**src/rtl/phy_cfg_pkg.sv**
```systemverilog
package phy_cfg_pkg;
   localparam int ADDR_W = 2;

   typedef enum logic [ADDR_W-1:0] {
      SEL_CAP0 = 2'd0,
      SEL_CAP1 = 2'd1,
      SEL_CTRL = 2'd2,
      SEL_IRQ  = 2'd3
   } reg_sel_e;

   // control register bit positions
   localparam int CB_LCTL = 0;
   localparam int CB_CONT = 1;
   localparam int CB_PWR  = 2;
   localparam int CB_SBY  = 5;
   localparam int CB_WDOG = 6;
   localparam int CB_SRR  = 7;

   // interrupt register bit positions
   localparam int IB_CTO  = 0;
   localparam int IB_CPS  = 1;
   localparam int IB_STO  = 2;
   localparam int IB_PEV  = 3;
   localparam int NUM_FLAGS = 4;
   localparam logic [NUM_FLAGS-1:0] FLAG_RST = 4'b0010;
endpackage

```
**src/rtl/phy_cfg_sync.sv**
```systemverilog
module phy_cfg_sync #(
   parameter int STAGES = 2
) (
   input  logic clk,
   input  logic rst_n,
   input  logic async_in,
   output logic fall
);
   generate
      if (STAGES < 2) begin : g_bad
         $error("phy_cfg_sync: STAGES must be at least 2");
      end
   endgenerate

   logic [STAGES-1:0] chain_q;
   logic              prev_q;

   always_ff @(posedge clk) begin
      if (!rst_n) begin
         chain_q <= '0;
         prev_q  <= 1'b0;
      end else begin
         chain_q <= {chain_q[STAGES-2:0], async_in};
         prev_q  <= chain_q[STAGES-1];
      end
   end

   assign fall = prev_q & ~chain_q[STAGES-1];
endmodule

```
**src/rtl/phy_cfg_w1c.sv**
```systemverilog
module phy_cfg_w1c #(
   parameter logic RST_VAL = 1'b0
) (
   input  logic clk,
   input  logic rst_n,
   input  logic set,
   input  logic clr,
   output logic q
);
   always_ff @(posedge clk) begin
      if (!rst_n)   q <= RST_VAL;
      else if (set) q <= 1'b1;
      else if (clr) q <= 1'b0;
   end

   AST_FLAG_HOLD: assert property (@(posedge clk) disable iff (!rst_n)
      (!set && !clr) |=> $stable(q));
   AST_FLAG_SET_WINS: assert property (@(posedge clk) disable iff (!rst_n)
      set |=> q);
endmodule

```
**src/rtl/phy_cfg_regs.sv**
```systemverilog
module phy_cfg_regs
   import phy_cfg_pkg::*;
#(
   parameter int          NUM_PORTS   = 3,
   parameter int          PORT_CNT_W  = 4,
   parameter int          SPEED_W     = 3,
   parameter int          DELAY_W     = 4,
   parameter int          JITTER_W    = 3,
   parameter int          PWR_W       = 3,
   parameter int          DATA_W      = 8,
   parameter int          SYNC_STAGES = 2,
   parameter logic [2:0]  SPEED_CODE  = 3'b111,
   parameter logic [3:0]  DELAY_CODE  = 4'hF,
   parameter logic [2:0]  JITTER_CODE = 3'h0
) (
   input  logic                 clk,
   input  logic                 rst_n,
   input  logic [PWR_W-1:0]     pwr_strap,
   input  logic [ADDR_W-1:0]    addr,
   input  logic                 wr_en,
   input  logic [DATA_W-1:0]    wdata,
   output logic [DATA_W-1:0]    rdata,
   input  logic                 bus_reset,
   input  logic                 lps,
   input  logic                 cps_in,
   input  logic                 cfg_timeout_evt,
   input  logic                 state_timeout_evt,
   input  logic [NUM_PORTS-1:0] resume_evt,
   output logic                 sid_link_active,
   output logic                 sid_contender,
   output logic [PWR_W-1:0]     sid_pwr_class,
   output logic                 short_reset_req,
   output logic                 standby_en,
   output logic                 link_on
);
   localparam logic [PORT_CNT_W-1:0] PORTS_CODE = PORT_CNT_W'(NUM_PORTS);

   generate
      if (NUM_PORTS >= (1 << PORT_CNT_W)) begin : g_bad_ports
         $error("phy_cfg_regs: NUM_PORTS does not fit PORT_CNT_W");
      end
      if (DATA_W < 8 || PORT_CNT_W + SPEED_W > DATA_W || DELAY_W + JITTER_W > DATA_W) begin : g_bad_width
         $error("phy_cfg_regs: DATA_W too narrow for field layout");
      end
      if (PWR_W != 3 || SPEED_W != 3 || DELAY_W != 4 || JITTER_W != 3) begin : g_bad_field
         $error("phy_cfg_regs: field widths must match the control layout");
      end
   endgenerate

   logic wr_ctrl, wr_irq;
   assign wr_ctrl = wr_en && (reg_sel_e'(addr) == SEL_CTRL);
   assign wr_irq  = wr_en && (reg_sel_e'(addr) == SEL_IRQ);

   // control bits
   logic             lctl_q, cont_q, sby_q, wdog_q, srr_q;
   logic [PWR_W-1:0] pwr_q;

   always_ff @(posedge clk) begin
      if (!rst_n) begin
         lctl_q <= 1'b1;
         cont_q <= 1'b0;
         pwr_q  <= pwr_strap;
         sby_q  <= 1'b0;
         wdog_q <= 1'b0;
         srr_q  <= 1'b0;
      end else begin
         if (wr_ctrl) begin
            lctl_q <= wdata[CB_LCTL];
            cont_q <= wdata[CB_CONT];
            pwr_q  <= wdata[CB_PWR +: PWR_W];
            sby_q  <= wdata[CB_SBY];
            wdog_q <= wdata[CB_WDOG];
            srr_q  <= wdata[CB_SRR];
         end
         if (bus_reset) srr_q <= 1'b0;
      end
   end

   // cable power edge
   logic cps_fall;
   phy_cfg_sync #(.STAGES(SYNC_STAGES)) u_cps_sync (
      .clk(clk), .rst_n(rst_n), .async_in(cps_in), .fall(cps_fall));

   // sticky flags
   logic [NUM_FLAGS-1:0] flag_set, flag_clr, flag_q;
   logic                 pev_cause;

   assign pev_cause = (|resume_evt) ||
                      ((flag_q[IB_CTO] | flag_q[IB_CPS] | flag_q[IB_STO]) && !lps);

   always_comb begin
      flag_set         = '0;
      flag_set[IB_CTO] = cfg_timeout_evt;
      flag_set[IB_CPS] = cps_fall;
      flag_set[IB_STO] = state_timeout_evt;
      flag_set[IB_PEV] = wdog_q && pev_cause;
      flag_clr         = wr_irq ? wdata[NUM_FLAGS-1:0] : '0;
   end

   generate
      for (genvar i = 0; i < NUM_FLAGS; i++) begin : g_flag
         phy_cfg_w1c #(.RST_VAL(FLAG_RST[i])) u_flag (
            .clk(clk), .rst_n(rst_n), .set(flag_set[i]),
            .clr(flag_clr[i]), .q(flag_q[i]));
      end
   endgenerate

   // read mux
   always_comb begin
      rdata = '0;
      case (reg_sel_e'(addr))
         SEL_CAP0: begin
            rdata[PORT_CNT_W-1:0]               = PORTS_CODE;
            rdata[PORT_CNT_W +: SPEED_W]        = SPEED_CODE;
         end
         SEL_CAP1: begin
            rdata[DELAY_W-1:0]                  = DELAY_CODE;
            rdata[DELAY_W +: JITTER_W]          = JITTER_CODE;
         end
         SEL_CTRL: begin
            rdata[CB_LCTL]          = lctl_q;
            rdata[CB_CONT]          = cont_q;
            rdata[CB_PWR +: PWR_W]  = pwr_q;
            rdata[CB_SBY]           = sby_q;
            rdata[CB_WDOG]          = wdog_q;
            rdata[CB_SRR]           = srr_q;
         end
         default: rdata[NUM_FLAGS-1:0] = flag_q;
      endcase
   end

   assign sid_link_active = lctl_q & lps;
   assign sid_contender   = cont_q;
   assign sid_pwr_class   = pwr_q;
   assign short_reset_req = srr_q;
   assign standby_en      = sby_q;
   assign link_on         = wdog_q && !lps && (flag_q[IB_CTO] || flag_q[IB_CPS]);

   AST_SRR_BUS_CLEAR: assert property (@(posedge clk) disable iff (!rst_n)
      bus_reset |=> !short_reset_req);
   AST_LCTL_BUS_KEEP: assert property (@(posedge clk) disable iff (!rst_n)
      (bus_reset && !wr_ctrl) |=> $stable(lctl_q));
   AST_CONT_BY_WRITE: assert property (@(posedge clk) disable iff (!rst_n)
      $rose(cont_q) |-> $past(wr_ctrl));
   AST_CPS_EDGE_FLAG: assert property (@(posedge clk) disable iff (!rst_n)
      cps_fall |=> flag_q[IB_CPS]);
   AST_PEV_RESUME: assert property (@(posedge clk) disable iff (!rst_n)
      (wdog_q && (|resume_evt)) |=> flag_q[IB_PEV]);
endmodule

```
**config.mk**
```make
export PLATFORM = sky130hd
export DESIGN_NAME = phy_cfg_regs
export DESIGN_NICKNAME = d
export VERILOG_FILES = /design/src/rtl/phy_cfg_pkg.sv /design/src/rtl/phy_cfg_sync.sv /design/src/rtl/phy_cfg_w1c.sv /design/src/rtl/phy_cfg_regs.sv
export SDC_FILE = /design/constraint.sdc
export NUM_CORES = 1
export LEC_CHECK = 0
export BUFFER_PORTS_ARGS = -buffer_cell sky130_fd_sc_hd__buf_2
export CORE_MARGIN = 4
export CORE_UTILIZATION = 42
export DETAILED_ROUTE_END_ITERATION = 7
export GPL_ROUTABILITY_DRIVEN = 0
export HOLD_SLACK_MARGIN = 0.08
export PLACE_DENSITY_LB_ADDON = 0.2
export SLEW_MARGIN = 20
export SYNTH_ARGS = -nofsm -noshare
export SYNTH_HDL_FRONTEND = slang
export SYNTH_SLANG_ARGS = --single-unit
export TNS_END_PERCENT = 20
```
**constraint.sdc**
```tcl
create_clock -name clk -period 1.1 [get_ports clk]
set_clock_uncertainty 0.15 [all_clocks]
set_input_delay 0.11 -clock clk [delete_from_list [all_inputs] [get_ports clk]]
set_output_delay 0.11 -clock clk [all_outputs]
set_load 0.1 [all_outputs]
```
==> out/qor.csv, run 1 <==
metric,value,unit
die_y,49.25,um
place_hpwl,1760,um
error,[ERROR DPL-0033] detailed placement checks failed during check placement.,
grt_start_max_net_pins,14,
synthCells,74,
synth_area,714.4,um2
worst_endpoint_kind,output port,
dpl_cell_area,1331,um2
cts_buffers,3,
syn_nets,98,
clock-root-buffer,clkbuf_4,
rows,14,
cts_max_level,1,
yosysSeqAreaShare,46.23,%
clock_path_buffers,2,
worstEndpointGrtRepair,rdata[2],
cts_sinks,15,
synthTopCellsByArea,"dfxtp_1 (34%), edfxtp_1 (13%), mux2i_1 (9.8%)",
synth_top_area_cell,dfxtp_1,
ios,40,
status,did not finish,
postCtsSetupBuffers,0,
ys_warn_count,0,
die_x,49.25,um
synth_area_per_cell,9.655,um2
port_buffers,39,
synth_top_area_share,33.63,%
antenna_found_initial,0,
synth.distinct_cells,21,
ys_seq_elements,15,
initial_utilization,45.83,%
lastStage,5_1_grt,
-- cells in the mapped netlist, drive strengths merged --
master / count
nor2b: 5
o311ai: 2
buf: 4
mux2: 3
and2: 4
dfxtp: 12
nor3: 2
nand3: 2
nand2: 7
nand4: 4
a21oi: 7
nand3b: 1
mux2i: 7
inv: 3
nor2: 5
nand2b: 1
nor3b: 1
edfxtp: 3
and3b: 1
-- per-stage QoR --
step / setup WS (ns) / cells
2_1_floorplan: -0.7970 / 74
3_3_place_gp: -0.02032 / 139
3_5_place_dp: -0.04625 / 139
4_1_cts: -0.2893 / 155
-- cell families after synthesis --
family	Yosys count	synth area share [%]
AOI/OAI and AO/OA	9	7.355
and+or+nand+nor	33	27.15
DFF	15	46.24
buffers and inverters	7	4.728
muxes	10	14.54
-- timing repair --
action | CTS
gates resized for setup | 9
pin swaps | 5
hold endpoints to repair | 16
hold buffers | 12
cloned | 0
setup endpoints to repair | 16
==> run 2, diff against run 1 <==
--- a/config.mk
+++ b/config.mk
@@ -6,12 +6,11 @@
 export NUM_CORES = 1
 export LEC_CHECK = 0
 export BUFFER_PORTS_ARGS = -buffer_cell sky130_fd_sc_hd__buf_2
-export CORE_MARGIN = 4
-export CORE_UTILIZATION = 42
+export CORE_AREA = 4 4 65 67
 export DETAILED_ROUTE_END_ITERATION = 7
+export DIE_AREA = 0 0 69 71
 export GPL_ROUTABILITY_DRIVEN = 0
-export HOLD_SLACK_MARGIN = 0.08
-export PLACE_DENSITY_LB_ADDON = 0.2
+export PLACE_DENSITY_LB_ADDON = 0.15
 export SLEW_MARGIN = 20
 export SYNTH_ARGS = -nofsm -noshare
 export SYNTH_HDL_FRONTEND = slang
==> out/qor.csv, run 2 <==
metric,value,unit,change
status,"finished, violations left",,was did not finish
violations,negative setup slack,,
worst_slew_pin_slew,0.4185,ns,
max-vdd-ir-drop,0.0005988,V,
critPathKind,reg2out,,
via_count,739,,
start_kind,register,,
setup-violations-final,14,,
muxShareOfSynthArea,14.54,%,unchanged
synth_edf_count,3,,unchanged
nNetsFinal,159,,
cts_tree,yes,,
finalPower,1.755,mW,
clock_path_buffers,2,,unchanged
cts_buffers,3,,unchanged
clk-insertion-delay-late,0.24,ns,
ys_seq_elements,15,,unchanged
yosys_most_used_dff,dfxtp_1,,unchanged
power.density,1159,nW/um2,
synthTopCellsByArea,"dfxtp_1 (34%), edfxtp_1 (13%), mux2i_1 (9.8%)",,unchanged
timing.setup.tns,-1.940,ns,
p_leak,0.6741,nW,
die_area,4899,um2,
synth_commonest_cells,"dfxtp_1 (12), a21oi_1 (7), mux2i_1 (7), nand2_1 (7)",,unchanged
synth_top_area_share,33.63,%,unchanged
grt_start_max_net_pins,15,,
postCtsSetupBuffers,0,,unchanged
ys_warn_count,0,,unchanged
synth_top_family_by_area,simple AND/OR/NAND/NOR gates,,unchanged
crit_chain,"a21oi_2, nor2_4, buf_12",,
detailedPlace.worstSlack,-0.05439,ns,was -0.04625 ns
antenna_found_initial,0,,
rsz0062_at_grt,yes,,
yosysSeqAreaShare,46.23,%,unchanged
hold_viol,0,,
cts_sinks,15,,unchanged
die_x,69,um,was 49.25 um
synth_top_area_cell,dfxtp_1,,unchanged
holdWs,0.01245,ns,
ios,40,,unchanged
hp-class,in2reg,,
post-route-min-period,1.314,ns,
finalWirelength,2265,um,
grt_pass1_wl,3884,um,
maxCapViolCount,0,,
clock-root-buffer,clkbuf_8,,was clkbuf_4
layout_setup_ws,-0.2136,ns,
initial_utilization,19.66,%,was 45.83%
die_y,71,um,was 49.25 um
drive_gt1_share,61.19,%,
antenna_cells,0,,
synthCells,74,,unchanged
critical_path_required,0.84,ns,
viasPerCell,4.060,,
grt_usage,10.14,%,
timing.fmax,0.7613,GHz,
end_kind,output pin,,
drv_slew,0,,
cts_max_level,1,,unchanged
critPathArrivalTime,1.05,ns,
final_cell_mix,"buf_2 (23), buf_12 (16), buf_4 (11)",,
grt_pass1_vias,805,,
fill_cells,380,,
place_hpwl,1831,um,was 1760 um
firstDrtPassIters,4,,
slowest_delay,0.41,ns,
port_buffers,39,,unchanged
synthXorXnorAreaFrac,0,%,unchanged
largest_reg_flops,4,,
cp_slowest_cell,edfxtp_1,,
finalCritPeriodShare,119.4,%,
wl_per_cell,12.45,um,
drc_errors,0,,
core_area,3633,um2,
detail-route-antenna-nets,0,,
rows,22,,was 14
synthSimpleGateAreaFrac,27.15,%,unchanged
async_flop_share,0,%,unchanged
synth_most_common_cell,dfxtp_1,,unchanged
slew-limit-headroom,71.74,%,
syn_to_final_growth,112.1,%,
syn_nets,98,,unchanged
final_common_cell,buf_2,,
synth_compound_area_share,7.356,%,unchanged
regMostFlops,g_flag.u_flag.q,,
path_clk_slew,0.06,ns,
synthAdderAreaFrac,0,%,unchanged
synth.distinct_cells,21,,unchanged
synth_area,714.4,um2,unchanged
drt_iter0_markers,25,,
grt_remaining_overflow,0,,
crit_fanout,2,,
synth_area_per_cell,9.655,um2,unchanged
-- run 2: cell counts after synthesis --
No cell type changed its count.
-- run 2: metrics by stage --
stage,area [um2],utilization (%),std cells
detailed placement,1351,37.19,170
finish,1515,41.70,182
global route,1515,41.70,182
global placement,1351,37.19,170
CTS,1495,41.15,182
floorplan,780.7,-,74
-- run 2: cell type report --
cell class                      instances  area (um2)  share of cell area [%]
Timing Repair Buffer                   60       623.1                   41.12
Multi-Input combinational cell         52       431.7                   28.49
Sequential cell                        15       344.1                   22.71
Tap cell                               48       60.06                   3.964
Clock buffer                            4       45.04                   2.973
Inverter                                3       11.26                  0.7432
-- run 2: routing by layer --
metal / part of all wire, % / GRT usage, % / vias to the layer above / wire, um
met5: 0 / 0 / - / 0
met3: 5.9 / 4.119 / 2 / 134
met4: 0.40 / 3.254 / 0 / 9
met1: 42 / 12.27 / 336 / 961
li1: - / - / 376 / -
met2: 51 / 16.42 / 25 / 1159
-- run 2: path summary, 6_finish.rpt --
check / startpoint / end / slack [ns] / cells past startpoint
hold / removal: lps / g_flag[3].u_flag.q / 0.01 / 2
setup / recovery: sid_pwr_class[0] / rdata[2] / -0.21 / 3
hold reg to reg: u_cps_sync.chain_q[0] / u_cps_sync.chain_q[1] / 0.29 / 1
setup reg to reg: wdog_q / g_flag[3].u_flag.q / 0.10 / 3
-- run 2: cells by family (layout without fill, tap and decap cells) --
| group | after synthesis | in the layout |
|---|---|---|
| flops | 15 | 15 |
| compound gates | 9 | 9 |
| mux | 10 | 10 |
| simple gates | 33 | 33 |
| buf+inv | 7 | 67 |
-- run 2: power breakdown --
group	internal, mW	leakage, nW	total (mW)	switching, mW
clock	0.256	0.0228	0.430	0.174
sequential	0.594	0.130	0.615	0.0219
combinational	0.287	0.521	0.710	0.423
total	1.14	0.674	1.76	0.619
-- run 2: critical path, delay by kind of cell (launching register included) --
| family | cells | cell delay, ns |
|---|---|---|
| flip-flops | 1 | 0.41 |
| AND/OR/NAND/NOR | 1 | 0.05 |
| AO/OA/AOI/OAI | 1 | 0.19 |
| buffers and inverters | 1 | 0.16 |
-- run 2: timing repair --
| action | in CTS | in global routing |
|---|---|---|
| endpoints found under the hold margin | 8 | 0 |
| hold buffers | 8 | 0 |
| setup endpoints to repair | 15 | 16 |
| pin swaps | 7 | 2 |
| resized for setup | 9 | 5 |
| gates cloned | 0 | 0 |
Note: power is estimated with default switching activity, not from simulation.
==> run 3, diff against run 2 <==
--- a/config.mk
+++ b/config.mk
@@ -10,6 +10,7 @@
 export DETAILED_ROUTE_END_ITERATION = 7
 export DIE_AREA = 0 0 69 71
 export GPL_ROUTABILITY_DRIVEN = 0
+export GPL_TIMING_DRIVEN = 0
 export PLACE_DENSITY_LB_ADDON = 0.15
 export SLEW_MARGIN = 20
 export SYNTH_ARGS = -nofsm -noshare
==> out/qor.csv, run 3 (synthesis results as in run 2) <==
metric,value,unit,change
p_leak,0.6059,nW,was 0.6741 nW
rrSetupSlack,0.14,ns,was 0.10 ns
start_kind,register,,unchanged
rsz0062_at_grt,yes,,unchanged
viasPerCell,4.208,,was 4.060
critPathKind,reg2out,,unchanged
r2r-end,g_flag[3].u_flag.q,,unchanged
place_hpwl,1601,um,was 1831 um
grt_pass1_wl,3795,um,was 3884 um
ios,40,,unchanged
antenna_found_initial,0,,unchanged
final_common_cell,buf_2,,unchanged
antenna_cells,0,,unchanged
cp_num_buf_inv,1,,unchanged
finish.instance_area,1368,um2,was 1515 um2
clock_path_buffers,2,,unchanged
hold_depth,2,,unchanged
final_cell_mix,"buf_2 (25), buf_12 (9), dlygate4sd3_1 (8)",,"was buf_2 (23), buf_12 (16), buf_4 (11)"
finalCritPeriodShare,121.1,%,was 119.4%
drc_errors,0,,unchanged
cp_top_family,flip-flops,,unchanged
drt_iter0_markers,13,,was 25
power.density,1241,nW/um2,was 1159 nW/um2
nNetsFinal,150,,was 159
grt_usage,9.728,%,was 10.14%
drv_slew,0,,unchanged
status,"finished, violations left",,unchanged
initial_utilization,19.66,%,unchanged
cts_sinks,15,,unchanged
r2r_start,g_flag[2].u_flag.q,,was wdog_q
holdWs,0.01289,ns,was 0.01245 ns
detail-route-antenna-nets,0,,unchanged
cts_max_level,1,,unchanged
end_kind,output pin,,unchanged
drive_gt1_share,56.80,%,was 61.19%
post-route-min-period,1.332,ns,was 1.314 ns
violations,negative setup slack,,unchanged
syn_to_final_growth,91.42,%,was 112.1%
critPathArrivalTime,1.07,ns,was 1.05 ns
hold_end,sid_pwr_class[2],,was g_flag[3].u_flag.q
worst_slew_pin_slew,0.4835,ns,was 0.4185 ns
dpl_cell_area,1031,um2,was 1351 um2
timing.fmax,0.7508,GHz,was 0.7613 GHz
slew-limit-headroom,67.99,%,was 71.74%
max-vdd-ir-drop,0.0007647,V,was 0.0005988 V
via_count,728,,was 739
slowest_delay,0.42,ns,was 0.41 ns
layout_setup_ws,-0.2320,ns,was -0.2136 ns
critical_path_required,0.84,ns,about the same
hold_viol,0,,unchanged
grt_pass1_vias,789,,was 805
port_buffers,38,,was 39
grt_remaining_overflow,0,,unchanged
die_x,69,um,unchanged
wl_per_cell,13.04,um,was 12.45 um
rows,22,,unchanged
maxCapViolCount,0,,unchanged
regMostFlops,g_flag.u_flag.q,,unchanged
die_area,4899,um2,unchanged
clock-root-buffer,clkbuf_8,,unchanged
grt_start_max_net_pins,11,,was 15
cp_slowest_cell,edfxtp_1,,unchanged
reg2reg_depth,2,,was 3
clk-insertion-delay-late,0.25,ns,was 0.24 ns
firstDrtPassIters,2,,was 4
hp-class,in2reg,,unchanged
largest_reg_flops,4,,unchanged
path_clk_slew,0.06,ns,about the same
cts_tree,yes,,unchanged
hp-start,pwr_strap[2],,was lps
crit_chain,"a21oi_2, nor2_4, buf_12",,unchanged
die_y,71,um,unchanged
core_area,3633,um2,unchanged
setup-violations-final,13,,was 14
finalWirelength,2256,um,was 2265 um
cts_buffers,3,,unchanged
crit_fanout,2,,unchanged
[run 3: cell count changes in the layout (fill, tap and decap cells not counted), sizes merged]
cell | previous run | this run
buf | 52 | 42
dlygate4sd3 | 7 | 8
[run 3: power breakdown]
group,internal [mW],switching [mW],total (mW)
Combinational,0.221,0.406,0.627
Clock,0.257,0.192,0.449
Sequential,0.597,0.0240,0.621
[run 3: routing by layer]
layer	vias to the layer above	GRT usage (%)	part of all wire [%]
met3	4	3.551	7.1
li1	362	-	-
met1	336	12.18	44
met5	-	0	0
met2	26	15.47	47
met4	0	3.254	1.2
[run 3: layout make-up]
class | count | area [um2]
plain buffers | 4 | 25.02
clock buffers | 4 | 45.04
inverters | 3 | 11.26
multi-input cells | 52 | 427.9
repair buffers | 47 | 459.2
well taps | 48 | 60.06
fillers | 374 | 2266
flip-flops and latches | 15 | 339.1
[run 3: through the flow]
stage | utilization, % | power, mW | setup TNS, ns | std cells | setup slack [ns]
after floorplan | - | 1.023 | -6.897 | 74 | -0.7970
after global placement | 28.37 | 1.130 | -2.645 | 160 | -0.3651
after detailed placement | 28.37 | 1.133 | -2.527 | 160 | -0.3469
after CTS | 36.95 | 1.707 | -2.275 | 173 | -0.2315
after global routing | 37.64 | 1.770 | -2.568 | 173 | -0.2796
final | 37.64 | 1.697 | -1.955 | 173 | -0.2320
[run 3: how the worst max path moves through the flow]
stage | from | end | slack, ns | depth (start not counted)
final | sid_pwr_class[0] | rdata[2] | -0.23 | 3
after global routing | sid_pwr_class[1] | rdata[3] | -0.28 | 3
after CTS | sid_pwr_class[1] | rdata[3] | -0.23 | 3
after detailed placement | addr[0] | rdata[0] | -0.35 | 5
after global placement | addr[0] | rdata[0] | -0.37 | 5
after floorplan | sid_pwr_class[2] | rdata[4] | -0.80 | 2
[run 3: what timing repair did]
item / 4_1_cts / 5_1_grt
endpoints found under the setup margin: 16 / 15
hold buffers: 9 / 0
setup buffers: 0 / 0
pin swaps: 6 / 1
gates resized for setup: 53 / 7
endpoints found under the hold margin: 9 / 0
